$ cat config.mk
export PLATFORM = sky130hd
export DESIGN_NAME = simd_partition_add
export DESIGN_NICKNAME = d
export VERILOG_FILES = /design/src/rtl/simd_add_pkg.sv /design/src/rtl/simd_cut_ctrl.sv /design/src/rtl/simd_slice_add.sv /design/src/rtl/simd_cout_pack.sv /design/src/rtl/simd_partition_add.sv
export SDC_FILE = /design/constraint.sdc
export NUM_CORES = 1
export LEC_CHECK = 0
export ABC_AREA = 0
export BUFFER_PORTS_ARGS = -buffer_cell sky130_fd_sc_hd__buf_2
export CORE_UTILIZATION = 53
export CTS_BUF_LIST = sky130_fd_sc_hd__clkbuf_8
export CTS_CLUSTER_DIAMETER = 30
export CTS_CLUSTER_SIZE = 10
export DETAILED_ROUTE_END_ITERATION = 16
export PLACE_DENSITY = 0.91
export SLEW_MARGIN = 20
export SYNTH_ARGS = -nofsm -noshare
export SYNTH_HDL_FRONTEND = slang
export SYNTH_SLANG_ARGS = --single-unit
$ cat constraint.sdc
create_clock -name clk -period 25.3 [get_ports clk]
set_input_delay 1.265 -clock clk [delete_from_list [all_inputs] [get_ports clk]]
set_output_delay 1.265 -clock clk [all_outputs]
set_load 0.05 [all_outputs]
$ cat src/rtl/simd_add_pkg.sv
// Package: shared mode type for the partitioned subword adder.
// Assumes: two-bit mode codes; the spare code is treated as full width.
package simd_add_pkg;
    typedef enum logic [1:0] {
        MODE_FULL  = 2'b00,
        MODE_HALF  = 2'b01,
        MODE_BYTE  = 2'b10,
        MODE_SPARE = 2'b11
    } lane_mode_e;
endpackage

$ cat src/rtl/simd_cut_ctrl.sv
// Module: simd_cut_ctrl
// Decides, per slice, whether the incoming carry is forced to zero.
// Assumes: slice 0 never takes a carry in; MID_SLICES slices form one
// mid-size lane; the spare mode code behaves as full width.
module simd_cut_ctrl
    import simd_add_pkg::*;
#(
    parameter int N_SLICES   = 8,
    parameter int MID_SLICES = 2
) (
    input  lane_mode_e          mode,
    output logic [N_SLICES-1:0] cut
);
    // Per-slice cut decision from the selected lane split.
    always_comb begin
        for (int i = 0; i < N_SLICES; i++) begin
            unique case (mode)
                MODE_BYTE: cut[i] = 1'b1;
                MODE_HALF: cut[i] = ((i % MID_SLICES) == 0);
                default:   cut[i] = (i == 0);
            endcase
        end
    end
endmodule

$ cat src/rtl/simd_slice_add.sv
// Module: simd_slice_add
// One narrow ripple slice: sum of two operands plus a carry in.
// Assumes: SLICE_W >= 1; caller decides whether the carry in is cut.
module simd_slice_add #(
    parameter int SLICE_W = 8
) (
    input  logic [SLICE_W-1:0] a,
    input  logic [SLICE_W-1:0] b,
    input  logic               cin,
    output logic [SLICE_W-1:0] sum,
    output logic               cout
);
    localparam int EXT_W = SLICE_W + 1;
    // Plain extended-width add for this slice.
    always_comb begin
        logic [EXT_W-1:0] ext;
        ext  = EXT_W'(a) + EXT_W'(b) + EXT_W'(cin);
        sum  = ext[SLICE_W-1:0];
        cout = ext[SLICE_W];
    end
endmodule

$ cat src/rtl/simd_cout_pack.sv
// Module: simd_cout_pack
// Gathers slice carry outs into a lane-indexed carry vector.
// Assumes: lane j of the active mode lands at bit j; unused bits are zero.
module simd_cout_pack
    import simd_add_pkg::*;
#(
    parameter int N_SLICES   = 8,
    parameter int MID_SLICES = 2
) (
    input  lane_mode_e          mode,
    input  logic [N_SLICES-1:0] slice_cout,
    output logic [N_SLICES-1:0] lane_cout
);
    localparam int N_MID = N_SLICES / MID_SLICES;
    // Select the carry of each lane's top slice for the active split.
    always_comb begin
        lane_cout = '0;
        unique case (mode)
            MODE_BYTE: lane_cout = slice_cout;
            MODE_HALF: begin
                for (int j = 0; j < N_MID; j++)
                    lane_cout[j] = slice_cout[j*MID_SLICES + MID_SLICES - 1];
            end
            default:   lane_cout[0] = slice_cout[N_SLICES-1];
        endcase
    end
endmodule

$ cat src/rtl/simd_partition_add.sv
// Module: simd_partition_add (top)
// Registered packed adder: one full-width, N_MID mid-width or N_SLICES
// slice-width wrap-around sums from one ripple chain with gated carries.
// Assumes: synchronous active-low reset; one cycle from inputs to outputs.
module simd_partition_add
    import simd_add_pkg::*;
#(
    parameter int SLICE_W    = 8,
    parameter int N_SLICES   = 8,
    parameter int MID_SLICES = 2
) (
    input  logic                          clk,
    input  logic                          rst_n,
    input  logic [SLICE_W*N_SLICES-1:0]   op_a,
    input  logic [SLICE_W*N_SLICES-1:0]   op_b,
    input  logic [1:0]                    lane_mode,
    output logic [SLICE_W*N_SLICES-1:0]   sum_q,
    output logic [N_SLICES-1:0]           lane_cout_q
);
    localparam int DATA_W = SLICE_W * N_SLICES;
    localparam int MID_W  = SLICE_W * MID_SLICES;
    localparam int N_MID  = N_SLICES / MID_SLICES;

    lane_mode_e          mode;
    logic [N_SLICES-1:0] cut;
    logic [N_SLICES-1:0] cin;
    logic [N_SLICES-1:0] slice_cout;
    logic [N_SLICES-1:0] lane_cout;
    logic [DATA_W-1:0]   sum_d;

    assign mode = lane_mode_e'(lane_mode);

    simd_cut_ctrl #(.N_SLICES(N_SLICES), .MID_SLICES(MID_SLICES)) i_cut (
        .mode (mode),
        .cut  (cut)
    );

    for (genvar i = 0; i < N_SLICES; i++) begin : g_slice
        // Carry into slice i: zero where the chain is cut.
        if (i == 0) begin : g_first
            assign cin[i] = 1'b0;
        end else begin : g_rest
            assign cin[i] = cut[i] ? 1'b0 : slice_cout[i-1];
        end
        simd_slice_add #(.SLICE_W(SLICE_W)) i_slice (
            .a    (op_a[i*SLICE_W +: SLICE_W]),
            .b    (op_b[i*SLICE_W +: SLICE_W]),
            .cin  (cin[i]),
            .sum  (sum_d[i*SLICE_W +: SLICE_W]),
            .cout (slice_cout[i])
        );
    end

    simd_cout_pack #(.N_SLICES(N_SLICES), .MID_SLICES(MID_SLICES)) i_pack (
        .mode       (mode),
        .slice_cout (slice_cout),
        .lane_cout  (lane_cout)
    );

    // Output register with synchronous active-low clear.
    always_ff @(posedge clk) begin
        if (!rst_n) begin
            sum_q       <= '0;
            lane_cout_q <= '0;
        end else begin
            sum_q       <= sum_d;
            lane_cout_q <= lane_cout;
        end
    end


    reset_clear_chk: assert property (@(posedge clk)
        !rst_n |=> (sum_q == '0 && lane_cout_q == '0));


    full_sum_chk: assert property (@(posedge clk) disable iff (!rst_n)
        ($past(rst_n) && ($past(lane_mode) == 2'b00 || $past(lane_mode) == 2'b11))
        |-> ({lane_cout_q[0], sum_q} == ({1'b0, $past(op_a)} + {1'b0, $past(op_b)})
             && lane_cout_q[N_SLICES-1:1] == '0));


    mid_upper_zero_chk: assert property (@(posedge clk) disable iff (!rst_n)
        ($past(rst_n) && $past(lane_mode) == 2'b01)
        |-> (lane_cout_q[N_SLICES-1:N_MID] == '0));

    for (genvar j = 0; j < N_MID; j++) begin : g_mid_chk

        mid_lane_chk: assert property (@(posedge clk) disable iff (!rst_n)
            ($past(rst_n) && $past(lane_mode) == 2'b01)
            |-> ({lane_cout_q[j], sum_q[j*MID_W +: MID_W]} ==
                 ({1'b0, $past(op_a[j*MID_W +: MID_W])} +
                  {1'b0, $past(op_b[j*MID_W +: MID_W])})));
    end

    for (genvar j = 0; j < N_SLICES; j++) begin : g_byte_chk

        byte_lane_chk: assert property (@(posedge clk) disable iff (!rst_n)
            ($past(rst_n) && $past(lane_mode) == 2'b10)
            |-> ({lane_cout_q[j], sum_q[j*SLICE_W +: SLICE_W]} ==
                 ({1'b0, $past(op_a[j*SLICE_W +: SLICE_W])} +
                  {1'b0, $past(op_b[j*SLICE_W +: SLICE_W])})));
    end
endmodule

==> flow_summary.toml <==
[critical_path]
cp.required_ns = 25.50
crit_arrival_ns = 14.72
critPathKind = "in2reg"
setup.worst_path.start_class = "primary input"
timing.critical_path.slowest_cell_delay_ns = 0.59
critPathSlowestCell = "sky130_fd_sc_hd__o31ai_1"
path_buf_inv = 1
critical_path_peak_fanout = 4
timing.critical_path.mode_cell = "sky130_fd_sc_hd__fa_1"
worst_path_dominant_cell_family = "compound AO/OA/AOI/OAI gates"
critPathCaptureType = "register"

[yosys]
ys_top_cells_by_area = "sky130_fd_sc_hd__dfxtp_1 31%, sky130_fd_sc_hd__ha_1 16%, sky130_fd_sc_hd__fa_1 6.5%"
synth_async_reset_ratio_pct = 0
post-synth-top-area-fraction_pct = 31.0
yosys_warnings = 0
yosysSeqAreaShare_pct = 31.0
synth-edff-count = 0
synth-seq-cells = 72
synth_common_cells = "72 x sky130_fd_sc_hd__dfxtp_1, 59 x sky130_fd_sc_hd__ha_1, 33 x sky130_fd_sc_hd__inv_1, 30 x sky130_fd_sc_hd__and2_1, 24 x sky130_fd_sc_hd__o21ai_0"
cell_with_the_most_instances_after_synthesis = "sky130_fd_sc_hd__dfxtp_1"
yosysTopAreaCell = "sky130_fd_sc_hd__dfxtp_1"
syn_avg_cell_area_sq_um = 9.39
synthFlopType = "sky130_fd_sc_hd__dfxtp_1"
synthesis.area_sq_um = 4650
netlist_instances = 495
synthesis.nets = 701
synthDistinctLibCells = 45

[pwr]
power-per-cell-area_nw_per_um2 = 65.7
ir_drop_v = 0.0000376
power.static_leakage_nw = 3.08

[final_layout]
post_layout_nonfiller_instances = 809
finished_cell_area_sq_um = 6000
area_growth_syn_to_layout_pct = 29.1
design.final.nets = 904
final_layout_size_suffix_gt1_share_pct = 32.3

[detailed_routing]
antenna_left = 0
detailedRoute.firstPassIterationCount = 4
wl_um = 12300
drtIter0Drc = 189
routed_via_density = 5.52
wire_length_per_cell_um = 15.2
post-route-drc-count = 0
vias = 4467

[global_routing]
globalRouteTotalUtil_pct = 26.6
largest_net_degree_at_the_start_of_global_routing = 108
grt_pass1_wl_um = 18900
globalRoute.totalOverflow = 0
antenna_found_initial = 0
vias_in_the_first_global_route = 4367

[clock_tree]
clockBufferDepth = 2
cts_buffers = 9
post_cts_resized = 0
cts_num_sinks = 72
clk_pin_slew_ns = 0.09
tritoncts_clock_tree = "yes"
count_of_hold_fix_buffers_inserted_at_cts = 0
h-tree-depth = 3
clockRootBuffer = "sky130_fd_sc_hd__clkbuf_8"
cts_setup_buffers = 0

[timing]
timing.final.setup_violations = 0
timing.final.crit_share_pct = 57.4
fin_crit_ns = 14.52
rsz0062_at_grt = "no"
hold_viol_final = 0
final.hold.worst_slack_ns = 1.24
setup-tns-final_ns = 0
setup_ws_ns = 10.78
drv_slew = 0
fmaxAchievable_ghz = 0.0689
slew_headroom_pct = 42.8
worst-slew-pin-transition_ns = 0.858

[placement]
detailedPlace.worstSlack_ns = 10.55
numPlacedInstances = 792
gp_routability_congestion = 0.886
post_dp_cell_area_sq_um = 5750
detailed_place_hpwl_um = 9720
io_buffers = 203

[outcome]
run_status = "finished clean"

[floorplan]
core_region_area_sq_um = 8340
die_height_um = 95.6
fp.dieW_um = 95.6
starting_density_of_the_core_pct = 55.7
boundaryPins = 204
rows = 33
die_area_sq_um = 9150

[min_path]
worstHoldPathType = "in2reg"

[run]
cap_viol_max_count = 0
-- where the power goes --
group          switching (mW)  total [mW]  internal, mW  leakage [nW]
sequential            0.00381       0.131         0.127         0.599
clock                  0.0476       0.113        0.0657         0.116
combinational          0.0998       0.150        0.0502          2.37
-- kinds of logic after synthesis --
| logic type | synth area share (%) |
|---|---|
| AO/OA/AOI/OAI | 17.7 |
| XOR/XNOR | 3.58 |
| adder cells (fa/ha/maj) | 22.3 |
| buffers and inverters | 3.69 |
| flip-flops | 31.0 |
| multiplexers | 1.72 |
| AND/OR/NAND/NOR | 20.0 |
-- final timing paths --
path	endpoint	slack [ns]	start	cells past startpoint
hold / removal	sum_q[0]	1.24	op_a[0]	3
setup / recovery	lane_cout_q[0]	10.78	op_a[0]	57
-- per-stage QoR --
step	util (%)	total power, mW
2_1_floorplan	-	0.242
3_3_place_gp	69.0	0.277
3_5_place_dp	69.0	0.282
4_1_cts	71.9	0.396
5_1_grt	71.9	0.413
6_report	71.9	0.394
-- routing by layer --
layer,track usage [%],vias to the layer above,routed length [um]
met5,0,-,0
met4,13.9,0,389
met3,4.31,33,698
met2,50.7,175,6550
met1,27.6,2080,4680
li1,-,2179,-
-- registers in the layout, indices dropped and copies added (netlist names) --
name / cells
sum_q: 64
lane_cout_q: 8
-- area by class of cell --
class                   instances  area [sq um]
well taps                     105           131
multi-input cells             378          3030
flip-flops and latches         72          1440
inverters                      33           124
diodes                          1          2.50
repair buffers                204          1020
fillers                       651          2340
clock inverters                 7           119
clock buffers                   9           124
-- cells in the final DEF (no fill, tap or decap), types with 4 or more instances in the layout --
cell                       netlist  routed
sky130_fd_sc_hd__o211ai_1        4       4
sky130_fd_sc_hd__a21o_1         18      18
sky130_fd_sc_hd__o21a_1          4       4
sky130_fd_sc_hd__o21ai_0        24      24
sky130_fd_sc_hd__nor2b_1        15      15
sky130_fd_sc_hd__nand3_1        11      11
sky130_fd_sc_hd__or3_1          12      12
sky130_fd_sc_hd__a21boi_0        4       4
sky130_fd_sc_hd__dfxtp_1        72      72
sky130_fd_sc_hd__inv_1          33      33
sky130_fd_sc_hd__a21oi_2         5       5
sky130_fd_sc_hd__nand4_1         6       6
sky130_fd_sc_hd__o22ai_1         4       4
sky130_fd_sc_hd__ha_1           59      59
sky130_fd_sc_hd__xnor2_1         9       9
sky130_fd_sc_hd__fa_1           15      15
sky130_fd_sc_hd__buf_2           2     203
sky130_fd_sc_hd__nor3_1          4       4
sky130_fd_sc_hd__a311o_1         4       4
sky130_fd_sc_hd__nand3b_1       10      10
sky130_fd_sc_hd__nand2_1        11      11
sky130_fd_sc_hd__nand2b_1       13      13
sky130_fd_sc_hd__mux2i_1         8       8
sky130_fd_sc_hd__xor2_1         10      10
sky130_fd_sc_hd__o31ai_1         4       4
sky130_fd_sc_hd__nor2_1         18      18
sky130_fd_sc_hd__nor3b_1         4       4
sky130_fd_sc_hd__a21oi_1        16      16
sky130_fd_sc_hd__and2_1         30      30
sky130_fd_sc_hd__clkbuf_8        0       9
sky130_fd_sc_hd__nor4b_1        12      12
sky130_fd_sc_hd__o21bai_1        8       8
sky130_fd_sc_hd__a31oi_1        12      12
(Power assumes the default switching activity.)
